**src/rtl/rxq_pkg.sv**
```systemverilog
package rxq_pkg;

  localparam int DATA_W = 8;

  typedef enum logic [1:0] {
    ST_IDLE,
    ST_START,
    ST_DATA,
    ST_STOP
  } rxq_state_e;

  typedef struct packed {
    logic [DATA_W-1:0] data;
    logic              bit9;
    logic              ferr;
  } rxq_entry_t;

  // Two-of-three vote on the samples taken around the bit centre
  function automatic logic maj3(input logic [2:0] v);
    return (v[0] & v[1]) | (v[0] & v[2]) | (v[1] & v[2]);
  endfunction

  // Bits enter at the top of the shifter; an 8-bit frame ends one place higher
  function automatic rxq_entry_t pack_word(input logic [DATA_W:0] sh,
                                           input logic nine,
                                           input logic bad_stop);
    rxq_entry_t e;
    e.data = nine ? sh[DATA_W-1:0] : sh[DATA_W:1];
    e.bit9 = nine ? sh[DATA_W] : 1'b0;
    e.ferr = bad_stop;
    return e;
  endfunction

endpackage

```
**src/rtl/rxq_sampler.sv**
```systemverilog
module rxq_sampler
  import rxq_pkg::*;
#(
  parameter int OSR = 16
) (
  input  logic       clk,
  input  logic       rst_n,
  input  logic       rx_en,
  input  logic       os_tick,
  input  logic       rx_in,
  input  logic       nine_bit,
  output logic       busy,
  output logic       word_done,
  output rxq_entry_t word
);

  localparam int SW  = $clog2(OSR);
  localparam int MID = OSR / 2 - 1;

  logic [1:0]      sync_q;
  logic            rx_s;
  logic            prev_lvl;
  logic [SW-1:0]   smp;
  logic [3:0]      bitcnt;
  logic [2:0]      votes;
  logic [DATA_W:0] shreg;
  rxq_state_e      state;

  wire       in_window = (smp == SW'(MID)) || (smp == SW'(MID + 1)) ||
                         (smp == SW'(MID + 2));
  wire       bit_end   = (smp == SW'(OSR - 1));
  wire [3:0] last_bit  = nine_bit ? 4'd8 : 4'd7;

  assign rx_s = sync_q[1];
  assign busy = (state != ST_IDLE);

  always_ff @(posedge clk or negedge rst_n) begin
    if (!rst_n) begin
      sync_q    <= 2'b11;
      prev_lvl  <= 1'b1;
      smp       <= '0;
      bitcnt    <= '0;
      votes     <= '0;
      shreg     <= '0;
      state     <= ST_IDLE;
      word_done <= 1'b0;
      word      <= '0;
    end else begin
      sync_q    <= {sync_q[0], rx_in};
      word_done <= 1'b0;
      if (!rx_en) begin
        state    <= ST_IDLE;
        prev_lvl <= 1'b1;
        smp      <= '0;
      end else if (os_tick) begin
        prev_lvl <= rx_s;
        smp      <= smp + 1'b1;
        if (in_window) votes <= {votes[1:0], rx_s};
        case (state)
          ST_IDLE: begin
            if (prev_lvl && !rx_s) begin
              state <= ST_START;
              smp   <= SW'(1);
            end else begin
              smp <= '0;
            end
          end
          ST_START: begin
            if (smp == SW'(MID) && rx_s) begin
              state <= ST_IDLE;
            end else if (bit_end) begin
              state  <= ST_DATA;
              bitcnt <= '0;
            end
          end
          ST_DATA: begin
            if (bit_end) begin
              shreg  <= {maj3(votes), shreg[DATA_W:1]};
              bitcnt <= bitcnt + 1'b1;
              if (bitcnt == last_bit) state <= ST_STOP;
            end
          end
          ST_STOP: begin
            if (smp == SW'(MID + 3)) begin
              word      <= pack_word(shreg, nine_bit, !maj3(votes));
              word_done <= 1'b1;
              state     <= ST_IDLE;
            end
          end
          default: state <= ST_IDLE;
        endcase
      end
    end
  end

endmodule

```
**src/rtl/rxq_fifo.sv**
```systemverilog
module rxq_fifo
  import rxq_pkg::*;
#(
  parameter int DEPTH = 2
) (
  input  logic                           clk,
  input  logic                           rst_n,
  input  logic                           rx_en,
  input  logic                           word_done,
  input  rxq_entry_t                     word,
  input  logic                           pop,
  output rxq_entry_t                     head,
  output logic [$clog2(DEPTH+1)-1:0]     count,
  output logic                           push_ok,
  output logic                           ovr_set,
  output logic                           ovr
);

  localparam int PW = (DEPTH > 1) ? $clog2(DEPTH) : 1;
  localparam int CW = $clog2(DEPTH + 1);

  rxq_entry_t    mem [DEPTH];
  logic [PW-1:0] wr_ptr;
  logic [PW-1:0] rd_ptr;

  function automatic logic [PW-1:0] nxt(input logic [PW-1:0] p);
    return (p == PW'(DEPTH - 1)) ? '0 : p + 1'b1;
  endfunction

  wire pop_ok = pop && (count != '0);
  wire room   = (count < CW'(DEPTH)) || pop_ok;

  assign push_ok = word_done && !ovr && room;
  assign ovr_set = word_done && !ovr && !room;
  assign head    = mem[rd_ptr];

  always_ff @(posedge clk or negedge rst_n) begin
    if (!rst_n) begin
      wr_ptr <= '0;
      rd_ptr <= '0;
      count  <= '0;
      ovr    <= 1'b0;
      for (int i = 0; i < DEPTH; i++) mem[i] <= '0;
    end else begin
      if (push_ok) begin
        mem[wr_ptr] <= word;
        wr_ptr      <= nxt(wr_ptr);
      end
      if (pop_ok) rd_ptr <= nxt(rd_ptr);
      count <= count + CW'(push_ok) - CW'(pop_ok);
      if (!rx_en)       ovr <= 1'b0;
      else if (ovr_set) ovr <= 1'b1;
    end
  end

endmodule

```
**src/rtl/uart_rx_fifo2.sv**
```systemverilog
module uart_rx_fifo2
  import rxq_pkg::*;
#(
  parameter int OSR   = 16,
  parameter int DEPTH = 2
) (
  input  logic              clk,
  input  logic              rst_n,
  input  logic              rx_in,
  input  logic              os_tick,
  input  logic              rx_en,
  input  logic              nine_bit_mode,
  input  logic              irq_en,
  input  logic              pop,
  output logic [DATA_W-1:0] rd_data,
  output logic              rd_bit9,
  output logic              rd_ferr,
  output logic              data_avail,
  output logic              ovr_err,
  output logic              irq
);

  localparam int CW = $clog2(DEPTH + 1);

  // Named internal events, observed by the bound checker
  logic          busy;
  logic          word_done;
  logic          push_ok;
  logic          ovr_set;
  logic [CW-1:0] fifo_count;
  rxq_entry_t    word;
  rxq_entry_t    head;

  rxq_sampler #(.OSR(OSR)) u_smp (
    .clk      (clk),
    .rst_n    (rst_n),
    .rx_en    (rx_en),
    .os_tick  (os_tick),
    .rx_in    (rx_in),
    .nine_bit (nine_bit_mode),
    .busy     (busy),
    .word_done(word_done),
    .word     (word)
  );

  rxq_fifo #(.DEPTH(DEPTH)) u_q (
    .clk      (clk),
    .rst_n    (rst_n),
    .rx_en    (rx_en),
    .word_done(word_done),
    .word     (word),
    .pop      (pop),
    .head     (head),
    .count    (fifo_count),
    .push_ok  (push_ok),
    .ovr_set  (ovr_set),
    .ovr      (ovr_err)
  );

  assign rd_data    = head.data;
  assign rd_bit9    = head.bit9;
  assign rd_ferr    = head.ferr;
  assign data_avail = (fifo_count != '0);
  assign irq        = data_avail & irq_en;

endmodule

```
**config.mk**
```make
export PLATFORM = sky130hd
export DESIGN_NAME = uart_rx_fifo2
export DESIGN_NICKNAME = d
export VERILOG_FILES = /design/src/rtl/rxq_pkg.sv /design/src/rtl/rxq_sampler.sv /design/src/rtl/rxq_fifo.sv /design/src/rtl/uart_rx_fifo2.sv
export SDC_FILE = /design/constraint.sdc
export NUM_CORES = 1
export LEC_CHECK = 0
export BUFFER_PORTS_ARGS = -buffer_cell sky130_fd_sc_hd__buf_2
export CAP_MARGIN = 20
export CORE_ASPECT_RATIO = 0.7
export CORE_MARGIN = 2
export CORE_UTILIZATION = 25
export CTS_BUF_LIST = sky130_fd_sc_hd__clkbuf_4
export DETAILED_ROUTE_END_ITERATION = 8
export GPL_TIMING_DRIVEN = 0
export PLACE_DENSITY = 0.41
export SETUP_SLACK_MARGIN = 0.3
export SLEW_MARGIN = 0
export SYNTH_ARGS = -nofsm -noshare
export SYNTH_HDL_FRONTEND = slang
export SYNTH_SLANG_ARGS = --single-unit
```
**constraint.sdc**
```tcl
create_clock -name clk -period 4.5 [get_ports clk]
set_input_delay 0.45 -clock clk [delete_from_list [all_inputs] [get_ports clk]]
set_output_delay 0.45 -clock clk [all_outputs]
set_load 0.005 [all_outputs]
```
==> results.txt <==
The logs give 43 for the count of cell types in the netlist and 0 for the final count of negative-setup-slack endpoints. The period utilization was 51.35%. The worst setup path is of the reg -> out kind. The tools report the post-synthesis instance area as 2859 um2. The run gives 53.52% as the sequential cell area fraction in the yosys report. The endpoint class of the critical path is an output port. The net switching component of the power was 0.3027 mW.

The net count of the finished layout is 281. Slew at the pin closest to its max-slew limit: 0.7729 ns. Floorplan die area: 12320 um2. The clock buffer count from CTS is 9, and the number of I/O pins is 21. The part of the power in the clock network is 38.7%, and the overall die width is 131.8 um. The setup TNS was 0 ns. The minimum period implied by the final worst setup slack was 2.311 ns.

In this run the static leakage power is 1.588 nW. Buffers inserted to repair hold after CTS numbered 0. The first global-routing pass estimated 9542 um of wire. The tools report the global placer's final weighted congestion as 0.7422. Total power for the finished layout comes to 1.151 mW.

Total via count after detailed routing: 1828. For the count of routing violations after the opening detailed-route iteration, the log shows 88. For this run, design rule violations remaining after detail routing come to 0. Once detail routing completed, the nets flagged for antenna violations numbered 0. Once layout is complete, the cells apart from fillers number 424.

Share of flip-flops with an asynchronous set or reset: 100.0%. Counting every net in the synthesized netlist gives 250. Across all register-to-register paths, the minimum setup slack is 2.58 ns. The post-cts resize count is 0, and the synthesized area divided by synthesized cell count is 12.17 um2.

After clock tree synthesis, the clock-pin slew on the worst setup and hold paths is 0.13 ns. The initial core utilization is 25.78%. Average detailed-routed wire length per instance: 13.31 um. Max-cap violations in this run came to 0. After detailed routing, the number of vias per cell comes to 4.311.

The worst register-to-register path begins at u_smp.smp[0]. For the floorplan row count, the log shows 32. The arrival time at the worst endpoint is 1.86 ns, and the die extent in y is 93.47 um. The first-pass detailed-route iteration total was 4; the worst-case reg-to-reg path depth was 4. The synthesized design contains 0 enable-type register cells.

The H-tree generated during clock tree synthesis spans 3 levels. The number of max-slew violations in the final report is 0, and the clock sink count is 61. Setup repair after global routing left no endpoint under its margin. For the area of the core region, the log shows 11090 um2.

The maximum achievable frequency came out at 432.8 MHz. TritonCTS built the clock tree. For the total instance count after detailed placement, the log shows 408. The tree is rooted in a clkbuf_4. Counting along the longest clock path gives a buffer depth of 2. The fraction of power consumed by sequential logic is 50.3%. The setup clock skew after layout was 0.02378 ns; the number of buffer cells added on primary ports was 20. Global router's overall resource usage: 10.10%. Number of antenna violations at the first check in global routing: 0. After clock tree synthesis, the setup repair step added 0 buffers.

Once placement finished, the instance area stood at 3153 um2. The routed design has 5642 um of wire. The peak ir drop on the vdd network was 0.0001284 V; the number of storage elements in the synthesis netlist was 61.

The tightest min-delay check is of the in -> async type. In this run switching power makes up 26.30% of total power. The sum of overflow across all layers after global routing is 0.

The flow ran to the end, and the final reports show no timing, DRC or antenna violations. The required time at the worst-slack endpoint was 4.05 ns. The signed area change from the synthesized netlist to the final layout is 16.06%, and the HPWL after detailed placement is 3762 um.

Dividing total power by cell area gives a power density of 346.9 nW/um2. The kind of launch point of the worst setup path was a register. The tools report the final count of hold timing violations as 0. The number of global-route vias before repair is 1772. The largest driver fanout on the critical path was 10.

The repair_antennas step left the layout with diodes totalling 0. The internal power component is 0.8482 mW. For this run, the number of Yosys warnings is 0.

End of the worst register-to-register path: u_smp.shreg[1]. The run gives 3318 um2 as the post-route cell area. In the synthesized netlist the dominant register cell turns out to be dfrtp_1. Entering global routing, the biggest net connects 62 pins. The insertion delay of the later-clocked pin in the worst-skew pair came out at 0.40 ns.

In this run, the combinational gates consume 11.0% of the power. The post-route netlist has 33.95% of its cells at a drive strength greater than 1. In this run the tightest slew margin relative to its limit is 48.48%. The number of cells produced by synthesis is 235.
metrics by stage:
stage | utilization, % | hold slack, ns | setup slack [ns]
floorplan | - | 0.1544 | 2.820
finish | 29.92 | 0.1087 | 2.189
global route | 29.92 | 0.08956 | 2.041
CTS | 29.92 | 0.09430 | 2.103
global placement | 28.41 | 0.3458 | 2.567
detailed placement | 28.43 | 0.3473 | 2.576
synthesized netlist by cell type, types with 2 or more instances:
cell       count  area (um2)
dfrtp_1       58        1451
mux2_2        42       473.0
nor2_1        17       63.81
a21oi_1       11       55.05
mux2i_1       11       110.1
o21ai_0       11       55.05
inv_1         10       37.54
nand2_1        9       33.78
ha_1           7       87.58
buf_2          5       25.02
and2_1         4       25.02
clkbuf_1       4       15.01
o2bb2ai_1      4       35.03
a22oi_1        3       22.52
dfstp_2        3       78.83
nand3_1        3       15.01
nand3b_1       2       15.01
nor2b_1        2       12.51
nor3_1         2       10.01
o22ai_1        2       12.51
xnor2_1        2       17.52
xor2_1         2       17.52
power by group through the flow:
stage	logic [mW]	registers, mW	clock network, mW
after detailed placement	0.130	0.589	0
after global routing	0.147	0.582	0.487
after global placement	0.130	0.589	0
final	0.127	0.579	0.446
after CTS	0.131	0.579	0.467
after floorplan	0.0859	0.586	0
flip-flops by register name, summed over array words and instances, names as in the netlist, 2 cells and up:
| name | cells |
|---|---|
| u_smp.shreg | 9 |
| u_smp.state | 2 |
| u_smp.sync_q | 2 |
| u_smp.word | 10 |
| u_q.mem | 20 |
| u_smp.bitcnt | 4 |
| u_smp.smp | 4 |
| u_smp.votes | 3 |
| u_q.count | 2 |
cell usage in the layout (no fill, tap or decap), types with 2 or more instances in the layout:
| cell | instances |
|---|---|
| xnor2_1 | 2 |
| nor3_1 | 2 |
| a21oi_1 | 11 |
| o22ai_1 | 2 |
| and2_1 | 4 |
| buf_2 | 24 |
| mux2i_1 | 11 |
| o21ai_0 | 11 |
| clkinvlp_4 | 2 |
| clkbuf_4 | 9 |
| mux2_2 | 42 |
| o2bb2ai_1 | 4 |
| bufinv_16 | 2 |
| dfstp_2 | 3 |
| clkbuf_1 | 4 |
| a22oi_1 | 3 |
| nand2_1 | 9 |
| nand3_1 | 3 |
| nand3b_1 | 2 |
| xor2_1 | 2 |
| inv_6 | 2 |
| nor2_1 | 17 |
| ha_1 | 7 |
| inv_1 | 10 |
| nor2b_1 | 2 |
| dfrtp_1 | 58 |
worst max path at each step:
stage,startpoint,endpoint
after floorplan,u_q.count[1],u_q.count[1]
after global placement,rx_en,u_smp.shreg[0]
after detailed placement,rx_en,u_smp.shreg[5]
after CTS,u_q.rd_ptr,rd_ferr
after global routing,u_q.rd_ptr,rd_bit9
final,u_q.rd_ptr,rd_data[0]
worst max-delay path: stages, from the launching register on:
cell and delay (ns):
dfrtp_1 0.37, clkbuf_1 0.55, mux2_2 0.41, buf_2 0.13
area by class of cell:
| type | count | area, um2 |
|---|---|---|
| flip-flops and latches | 61 | 1530 |
| inverters | 11 | 41.29 |
| clock inverters | 7 | 97.59 |
| plain buffers | 9 | 40.04 |
| repair buffers | 20 | 102.6 |
| fillers | 1154 | 7772 |
| well taps | 153 | 191.4 |
| clock buffers | 9 | 67.56 |
| multi-input cells | 154 | 1247 |
metal layers:
layer  GRT usage, %  up-vias  wire length [um]  share of wire [%]
met5              0        -                 0                  0
met4          3.351        0                57                1.0
met3          3.740        5               228                4.0
met2          13.35       35              2247                 40
met1          14.87      879              3109                 55
li1               -      909                 -                  -
cell families (layout without fill, tap and decap cells):
logic type	Yosys count	in the layout	synth area share, %
flops	61	61	53.52
mux	53	53	20.39
simple gates	50	50	9.934
compound gates	39	39	8.665
buf+inv	20	56	2.844
fa+ha+maj	8	8	3.413
xor+xnor	4	4	1.226
Power figures use the tool's default switching activity.
